File: src/rtl/dac_route_pkg.sv
`timescale 1ns/1ps
package dac_route_pkg;
  localparam int unsigned DATA_W = 8;
  localparam int unsigned ROW_W  = 6;
  localparam int unsigned ADDR_W = 9;
  localparam int unsigned N_CTRL = 6;
  localparam int unsigned N_DAC  = 2;
  localparam logic [ADDR_W-1:0] CTRL_BASE = 9'h080;
  localparam logic [ADDR_W-1:0] TBL_BASE  = 9'h090;  // table n at TBL_BASE + n*2^ROW_W

  // per-DAC routing taken from the control registers
  typedef struct packed {
    logic              row_sel;   // 1: register row, 0: ADC row
    logic              byte_sel;  // 1: register byte, 0: table byte
    logic [ROW_W-1:0]  row_reg;
    logic [DATA_W-1:0] byte_reg;
  } path_cfg_t;
endpackage

File: src/rtl/dac_route_regs.sv
`timescale 1ns/1ps
module dac_route_regs #(
  parameter int unsigned N_CTRL = 6,
  parameter int unsigned DATA_W = 8,
  parameter int unsigned ROW_W  = 6,
  localparam int unsigned IDX_W = (N_CTRL > 1) ? $clog2(N_CTRL) : 1
) (
  input  logic                         clk_i,
  input  logic                         rst_ni,
  input  logic                         we_i,
  input  logic [IDX_W-1:0]             idx_i,
  input  logic [DATA_W-1:0]            wdata_i,
  output logic [N_CTRL-1:0][DATA_W-1:0] ctrl_o
);
  localparam logic [DATA_W-1:0] ROW_MASK = DATA_W'((1 << ROW_W) - 1);

  for (genvar g = 0; g < N_CTRL; g++) begin : g_reg
    // registers 1 and 2 carry only a table row
    localparam logic [DATA_W-1:0] MASK = (g == 1 || g == 2) ? ROW_MASK : '1;
    always_ff @(posedge clk_i or negedge rst_ni) begin
      if (!rst_ni)                                  ctrl_o[g] <= '0;
      else if (we_i && idx_i == IDX_W'(g))          ctrl_o[g] <= wdata_i & MASK;
    end
  end

  p_row_regs_narrow_r10: assert property (@(posedge clk_i) disable iff (!rst_ni)
    (we_i && (idx_i == IDX_W'(1))) |=> (ctrl_o[1][DATA_W-1:ROW_W] == '0));
endmodule

File: src/rtl/dac_route_lut.sv
`timescale 1ns/1ps
module dac_route_lut #(
  parameter int unsigned N_TBL  = 2,
  parameter int unsigned ROW_W  = 6,
  parameter int unsigned DATA_W = 8,
  localparam int unsigned N_ROWS = 1 << ROW_W,
  localparam int unsigned TBL_W  = (N_TBL > 1) ? $clog2(N_TBL) : 1
) (
  input  logic                         clk_i,
  input  logic                         rst_ni,
  input  logic                         we_i,
  input  logic [TBL_W-1:0]             tbl_i,
  input  logic [ROW_W-1:0]             row_i,
  input  logic [DATA_W-1:0]            wdata_i,
  output logic [DATA_W-1:0]            rdata_o,
  input  logic [N_TBL-1:0][ROW_W-1:0]  lk_row_i,
  output logic [N_TBL-1:0][DATA_W-1:0] lk_data_o
);
  logic [DATA_W-1:0] mem [N_TBL][N_ROWS];

  for (genvar t = 0; t < N_TBL; t++) begin : g_tbl
    for (genvar r = 0; r < N_ROWS; r++) begin : g_row
      always_ff @(posedge clk_i or negedge rst_ni) begin
        if (!rst_ni) mem[t][r] <= '0;
        else if (we_i && tbl_i == TBL_W'(t) && row_i == ROW_W'(r)) mem[t][r] <= wdata_i;
      end
    end
    assign lk_data_o[t] = mem[t][lk_row_i[t]];
  end

  assign rdata_o = mem[tbl_i][row_i];
endmodule

File: src/rtl/dac_route_path.sv
`timescale 1ns/1ps
module dac_route_path
  import dac_route_pkg::*;
#(
  parameter int unsigned P_ROW_W  = ROW_W,
  parameter int unsigned P_DATA_W = DATA_W
) (
  input  logic                clk_i,
  input  logic                rst_ni,
  input  path_cfg_t           cfg_i,
  input  logic [P_ROW_W-1:0]  adc_row_i,
  output logic [P_ROW_W-1:0]  row_o,
  input  logic [P_DATA_W-1:0] lut_data_i,
  output logic [P_DATA_W-1:0] dac_o
);
  logic [P_DATA_W-1:0] next_byte;

  assign row_o     = cfg_i.row_sel  ? cfg_i.row_reg  : adc_row_i;
  assign next_byte = cfg_i.byte_sel ? cfg_i.byte_reg : lut_data_i;

  always_ff @(posedge clk_i or negedge rst_ni) begin
    if (!rst_ni) dac_o <= '0;
    else         dac_o <= next_byte;
  end

  p_bypass_byte_r6: assert property (@(posedge clk_i) disable iff (!rst_ni)
    cfg_i.byte_sel |=> (dac_o == $past(cfg_i.byte_reg)));
  p_table_byte_r4: assert property (@(posedge clk_i) disable iff (!rst_ni)
    (!cfg_i.byte_sel && !cfg_i.row_sel) |=> (dac_o == $past(lut_data_i)));
endmodule

File: src/rtl/dac_route_top.sv
`timescale 1ns/1ps
module dac_route_top
  import dac_route_pkg::*;
(
  input  logic              clk_i,
  input  logic              rst_ni,
  input  logic              reg_we_i,
  input  logic [ADDR_W-1:0] reg_addr_i,
  input  logic [DATA_W-1:0] reg_wdata_i,
  output logic [DATA_W-1:0] reg_rdata_o,
  input  logic [ROW_W-1:0]  adc_row_i,
  input  logic              adc_valid_i,
  output logic [DATA_W-1:0] dac1_byte_o,
  output logic [DATA_W-1:0] dac2_byte_o,
  output logic              dir1_o,
  output logic              dir2_o,
  output logic [1:0]        fs1_o,
  output logic [1:0]        fs2_o
);
  localparam int unsigned N_ROWS = 1 << ROW_W;
  localparam int unsigned IDX_W  = $clog2(N_CTRL);
  localparam int unsigned TBL_W  = (N_DAC > 1) ? $clog2(N_DAC) : 1;
  localparam logic [ADDR_W-1:0] CTRL_SPAN = ADDR_W'(N_CTRL);
  localparam logic [ADDR_W-1:0] TBL_SPAN  = ADDR_W'(N_DAC * N_ROWS);
  localparam int unsigned SEL_REG = 5;
  localparam int unsigned DIR_REG = 0;
  localparam int unsigned DIR_BIT = 6;

  // address decode
  logic [ADDR_W-1:0] ctrl_off, tbl_off;
  logic              ctrl_hit, tbl_hit;
  logic [IDX_W-1:0]  ctrl_idx;
  logic [TBL_W-1:0]  tbl_idx;
  logic [ROW_W-1:0]  tbl_row;

  assign ctrl_off = reg_addr_i - CTRL_BASE;
  assign tbl_off  = reg_addr_i - TBL_BASE;
  assign ctrl_hit = ctrl_off < CTRL_SPAN;
  assign tbl_hit  = tbl_off < TBL_SPAN;
  assign ctrl_idx = ctrl_off[IDX_W-1:0];
  assign tbl_idx  = tbl_off[ROW_W +: TBL_W];
  assign tbl_row  = tbl_off[ROW_W-1:0];

  logic [N_CTRL-1:0][DATA_W-1:0] ctrl;
  logic [DATA_W-1:0]             tbl_rdata;

  dac_route_regs #(.N_CTRL(N_CTRL), .DATA_W(DATA_W), .ROW_W(ROW_W)) u_regs (
    .clk_i   (clk_i),
    .rst_ni  (rst_ni),
    .we_i    (reg_we_i && ctrl_hit),
    .idx_i   (ctrl_idx),
    .wdata_i (reg_wdata_i),
    .ctrl_o  (ctrl)
  );

  // ADC sample capture
  logic [ROW_W-1:0] adc_row_q;
  always_ff @(posedge clk_i or negedge rst_ni) begin
    if (!rst_ni)          adc_row_q <= '0;
    else if (adc_valid_i) adc_row_q <= adc_row_i;
  end

  logic [N_DAC-1:0][ROW_W-1:0]  lk_row;
  logic [N_DAC-1:0][DATA_W-1:0] lk_data;
  logic [N_DAC-1:0][DATA_W-1:0] dac_byte;
  logic [N_DAC-1:0]             dir;
  logic [N_DAC-1:0][1:0]        fs;

  dac_route_lut #(.N_TBL(N_DAC), .ROW_W(ROW_W), .DATA_W(DATA_W)) u_lut (
    .clk_i     (clk_i),
    .rst_ni    (rst_ni),
    .we_i      (reg_we_i && tbl_hit),
    .tbl_i     (tbl_idx),
    .row_i     (tbl_row),
    .wdata_i   (reg_wdata_i),
    .rdata_o   (tbl_rdata),
    .lk_row_i  (lk_row),
    .lk_data_o (lk_data)
  );

  for (genvar d = 0; d < N_DAC; d++) begin : g_dac
    path_cfg_t cfg;
    // select bits interleave per DAC: row select at 4+2d, byte select at 5+2d
    assign cfg.row_sel  = ctrl[SEL_REG][4 + 2*d];
    assign cfg.byte_sel = ctrl[SEL_REG][5 + 2*d];
    assign cfg.row_reg  = ctrl[1 + d][ROW_W-1:0];
    assign cfg.byte_reg = ctrl[1 + N_DAC + d];
    assign dir[d]       = ctrl[DIR_REG][DIR_BIT + d];
    assign fs[d]        = ctrl[SEL_REG][2*d +: 2];

    dac_route_path u_path (
      .clk_i      (clk_i),
      .rst_ni     (rst_ni),
      .cfg_i      (cfg),
      .adc_row_i  (adc_row_q),
      .row_o      (lk_row[d]),
      .lut_data_i (lk_data[d]),
      .dac_o      (dac_byte[d])
    );
  end

  assign reg_rdata_o = ctrl_hit ? ctrl[ctrl_idx] : (tbl_hit ? tbl_rdata : '0);
  assign dac1_byte_o = dac_byte[0];
  assign dac2_byte_o = dac_byte[1];
  assign dir1_o      = dir[0];
  assign dir2_o      = dir[1];
  assign fs1_o       = fs[0];
  assign fs2_o       = fs[1];

  p_adc_hold_r3: assert property (@(posedge clk_i) disable iff (!rst_ni)
    !adc_valid_i |=> $stable(adc_row_q));
  p_dac_quiet_r9: assert property (@(posedge clk_i) disable iff (!rst_ni)
    (!reg_we_i && !adc_valid_i) |-> ##2 $stable({dac2_byte_o, dac1_byte_o}));
  p_ctrl_untouched_r2: assert property (@(posedge clk_i) disable iff (!rst_ni)
    (!ctrl_hit) |=> $stable(ctrl));
  p_dir_write_r7: assert property (@(posedge clk_i) disable iff (!rst_ni)
    (reg_we_i && ctrl_hit && ctrl_idx == IDX_W'(DIR_REG))
      |=> ({dir2_o, dir1_o} == $past(reg_wdata_i[DIR_BIT +: 2])));
  p_fs_write_r8: assert property (@(posedge clk_i) disable iff (!rst_ni)
    (reg_we_i && ctrl_hit && ctrl_idx == IDX_W'(SEL_REG))
      |=> ({fs2_o, fs1_o} == $past(reg_wdata_i[3:0])));
endmodule

File: config.mk
export PLATFORM = sky130hd
export DESIGN_NAME = dac_route_top
export DESIGN_NICKNAME = d
export VERILOG_FILES = /design/src/rtl/dac_route_pkg.sv /design/src/rtl/dac_route_regs.sv /design/src/rtl/dac_route_lut.sv /design/src/rtl/dac_route_path.sv /design/src/rtl/dac_route_top.sv
export SDC_FILE = /design/constraint.sdc
export NUM_CORES = 2
export LEC_CHECK = 0
export ABC_CLOCK_PERIOD_IN_PS = 8400
export BUFFER_PORTS_ARGS = -buffer_cell sky130_fd_sc_hd__buf_2
export CORE_MARGIN = 2
export CORE_UTILIZATION = 55
export CTS_CLUSTER_SIZE = 25
export DETAILED_ROUTE_END_ITERATION = 8
export GPL_TIMING_DRIVEN = 0
export PLACE_DENSITY_LB_ADDON = 0.3
export SLEW_MARGIN = 25
export SYNTH_ARGS = -nofsm -noshare
export SYNTH_HDL_FRONTEND = slang
export SYNTH_HIERARCHICAL = 1
export SYNTH_SLANG_ARGS = --single-unit
File: constraint.sdc
create_clock -name clk_i -period 8.4 [get_ports clk_i]
set_input_delay 1.68 -clock clk_i [delete_from_list [all_inputs] [get_ports clk_i]]
set_output_delay 1.68 -clock clk_i [all_outputs]
set_load 0.02 [all_outputs]
==> reports/qor.csv <==
metric,value,unit
status,"complete, but fails checks",
violations,negative setup slack,
cts_tree,done,
rsz0062_at_grt,no,
p_sw_frac,0.291,
antenna_found_initial,69,
dieArea,0.108,mm2
crit_arrival,6.79,ns
share_comb_of_total_power,0.153,
path_clk_slew,0.06,ns
p_total,0.0132,W
drc_errors,0,
post_synth.cell_area_avg,16.5,um2
syn_inst,3520,
crit_path_frequent_cell,buf_2,
fmax,118,MHz
vias,41700,
max_stage_delay,0.75,ns
reg2reg_depth,9,
dominantRegCellSynth,dfrtp_1,
seqPwrFrac,0.426,
endpoint_kind,primary output,
cts_htree_levels,3,
synthToLayoutAreaGrowth,12.4,%
finalNetCount,3753,
insertion_delay,0.78,ns
powerDensity,203,mW/mm2
start_kind,input pin,
yosys_warnings,6,
synthMuxAreaShare,0.479,
root_buffer,clkbuf_16,
p_int,0.00936,W
post_cts_resized,0,
ir_drop,0.213,mV
nFillCells,7802,
timing.critical_path.fanout_max,10,
drive_gt1_frac,0.599,
fp-row-count,119,
final.period_utilization,1.01,
setup_viol,1,
hold_violations,0,
p_leak,30.0,nW
setup_ws,-0.0736,ns
cts_sinks,1090,
clkPwrFrac,0.420,
post_cts_buffers,0,
hpwl,196,mm
clockBufferDepth,3,
relSlewSlack,0.134,
power_switching,0.00384,W
maxSlewViolCount,0,
drtIter0Drc,7027,
wl,271,mm
yosys.area.top_type_share,0.470,
portBuffers,54,
first_global_vias,39200,
synth_top_family_by_area,multiplexers,
die_width,329,um
ant_nets,0,
ys_seq_elements,1090,
tightest_slew,1.30,ns
first_pass_iters,6,
synth_cell_types,45,
whs,0.509,ns
layout_common_cells,"mux2_2, dfrtp_1, mux4_2",
grt_overflow_total,0,
synth_top_area_cell,dfrtp_1,
synth_compound_area_frac,0.00660,
routedWlPerCell,51.4,um
synth-edff-count,0,
seq_area_frac_synth,0.470,
avgViaCountPerCell,7.91,
final_common_cell,mux2_2,
skew,0.0316,ns
cts_buffers,116,
pin_count,57,
synthSimpleGateAreaFrac,0.0198,
hold_depth,1,
grt_max_degree,125,
hp-class,flop to flop,
synth_fa_ha_area_frac,0.000216,
ys_async_sr_fraction,1.00,
start_util,0.552,
synth_xor_area_frac,0.000151,
grt_pass1_wl,360,mm
cp_slowest_cell,o41ai_1,
crit_chain,"buf_2, inv_1, ha_1, xor2_1, buf_2, buf_6, buf_6, buf_2, buf_2, buf_4, mux2i_1, a22oi_1, a21oi_1, o41ai_1, o21ai_0, o21ai_1, o2bb2ai_1, buf_2",
hold_buffers,0,
fp.dieH,329,um
grt_usage,0.509,
core_area,0.105,mm2
gp_congestion,1.08,
crit_type,input pin to primary output,
maxCapViolCount,0,
required,6.72,ns
synthTopCellsByArea,"dfrtp_1, mux4_2, mux2_2",
netlist_area,0.0580,mm2
finalCriticalPeriod,8.47,ns
power groups by stage:
stage | sequential (W) | combinational (W) | clock (W)
floorplan | 0.00565 | 0.000983 | 0
global placement | 0.00571 | 0.00184 | 0
detailed placement | 0.00571 | 0.00190 | 0
CTS | 0.00562 | 0.00190 | 0.00554
global route | 0.00564 | 0.00200 | 0.00576
finish | 0.00563 | 0.00203 | 0.00555
layer usage:
| layer | wire [um] | GRT usage |
|---|---|---|
| met4 | 22900 | 0.345 |
| met2 | 105000 | 0.644 |
| met3 | 48800 | 0.319 |
| met1 | 93200 | 0.634 |
| met5 | 479 | 0.0164 |
sequential cells by signal, indices dropped and copies added (netlist names):
signal              flops
adc_row_q               6
u_regs/ctrl_o          44
u_lut/mem            1024
g_dac.u_path/dac_o     16
synthesized netlist by cell type (3+ instances only):
| cell | instances |
|---|---|
| a211oi_1 | 3 |
| a21oi_1 | 12 |
| a22oi_1 | 14 |
| buf_1 | 43 |
| buf_2 | 47 |
| buf_4 | 7 |
| buf_6 | 11 |
| clkbuf_1 | 201 |
| dfrtp_1 | 1090 |
| inv_1 | 5 |
| mux2_2 | 1096 |
| mux2_4 | 28 |
| mux2i_1 | 46 |
| mux4_1 | 6 |
| mux4_2 | 639 |
| nand2_1 | 105 |
| nand2b_1 | 8 |
| nand3_1 | 17 |
| nand3b_1 | 3 |
| nor2_1 | 57 |
| nor2_2 | 8 |
| nor2b_1 | 8 |
| nor3_1 | 3 |
| nor3_2 | 10 |
| nor4_2 | 4 |
| nor4bb_1 | 3 |
| o21ai_0 | 18 |
| o2bb2ai_1 | 8 |
stage by stage:
step	cells	worst slack, ns	utilization	instance area [um2]	setup TNS, ns
finish	5270	-0.0736	0.621	65200	-0.0736
global route	5218	0.167	0.619	65000	0
CTS	5211	0.284	0.619	65000	0
detailed placement	4998	0.306	0.580	60900	0
global placement	4968	-18.62	0.572	60000	-
floorplan	3523	2.05	-	58000	0
cell type report:
type / instances / area, um2 / area share
Multi-Input combinational cell: 2118 / 29500 / 0.452
Clock buffer: 168 / 3390 / 0.0520
Tap cell: 1391 / 1740 / 0.0267
Inverter: 5 / 18.8 / 0.000288
Sequential cell: 1090 / 27300 / 0.419
Timing Repair Buffer: 84 / 913 / 0.0140
Clock inverter: 45 / 676 / 0.0104
Buffer: 310 / 1520 / 0.0234
Antenna cell: 59 / 148 / 0.00227
kinds of logic (layout without fill, tap and decap cells):
family | Yosys count | count (layout)
other | 1 | 63
AO/OA/AOI/OAI | 60 | 60
XOR/XNOR | 1 | 1
adder cells (fa/ha/maj) | 1 | 1
buffers and inverters | 315 | 612
AND/OR/NAND/NOR | 236 | 236
multiplexers | 1816 | 1816
flip-flops | 1090 | 1090
path summary, 6_finish.rpt:
check	from	end	slack, ns
max in group asynchronous	rst_ni	u_lut/mem[561]	5.59
hold reg to reg	u_regs/ctrl_o[5]	u_regs/ctrl_o[5]	0.51
hold / removal	u_regs/ctrl_o[5]	u_regs/ctrl_o[5]	0.51
min in group asynchronous	rst_ni	u_lut/mem[868]	0.76
setup reg to reg	u_regs/ctrl_o[44]	g_dac[0].u_path/dac_o[3]	3.28
setup / recovery	reg_addr_i[4]	reg_rdata_o[6]	-0.07
critical path, delay by kind of cell:
kind | cells | cell delay [ns]
compound gates | 6 | 2.11
xor+xnor | 1 | 0.22
fa+ha+maj | 1 | 0.23
buf+inv | 9 | 2.35
mux | 1 | 0.16
No activity file was read; power rests on OpenSTA's default activity.
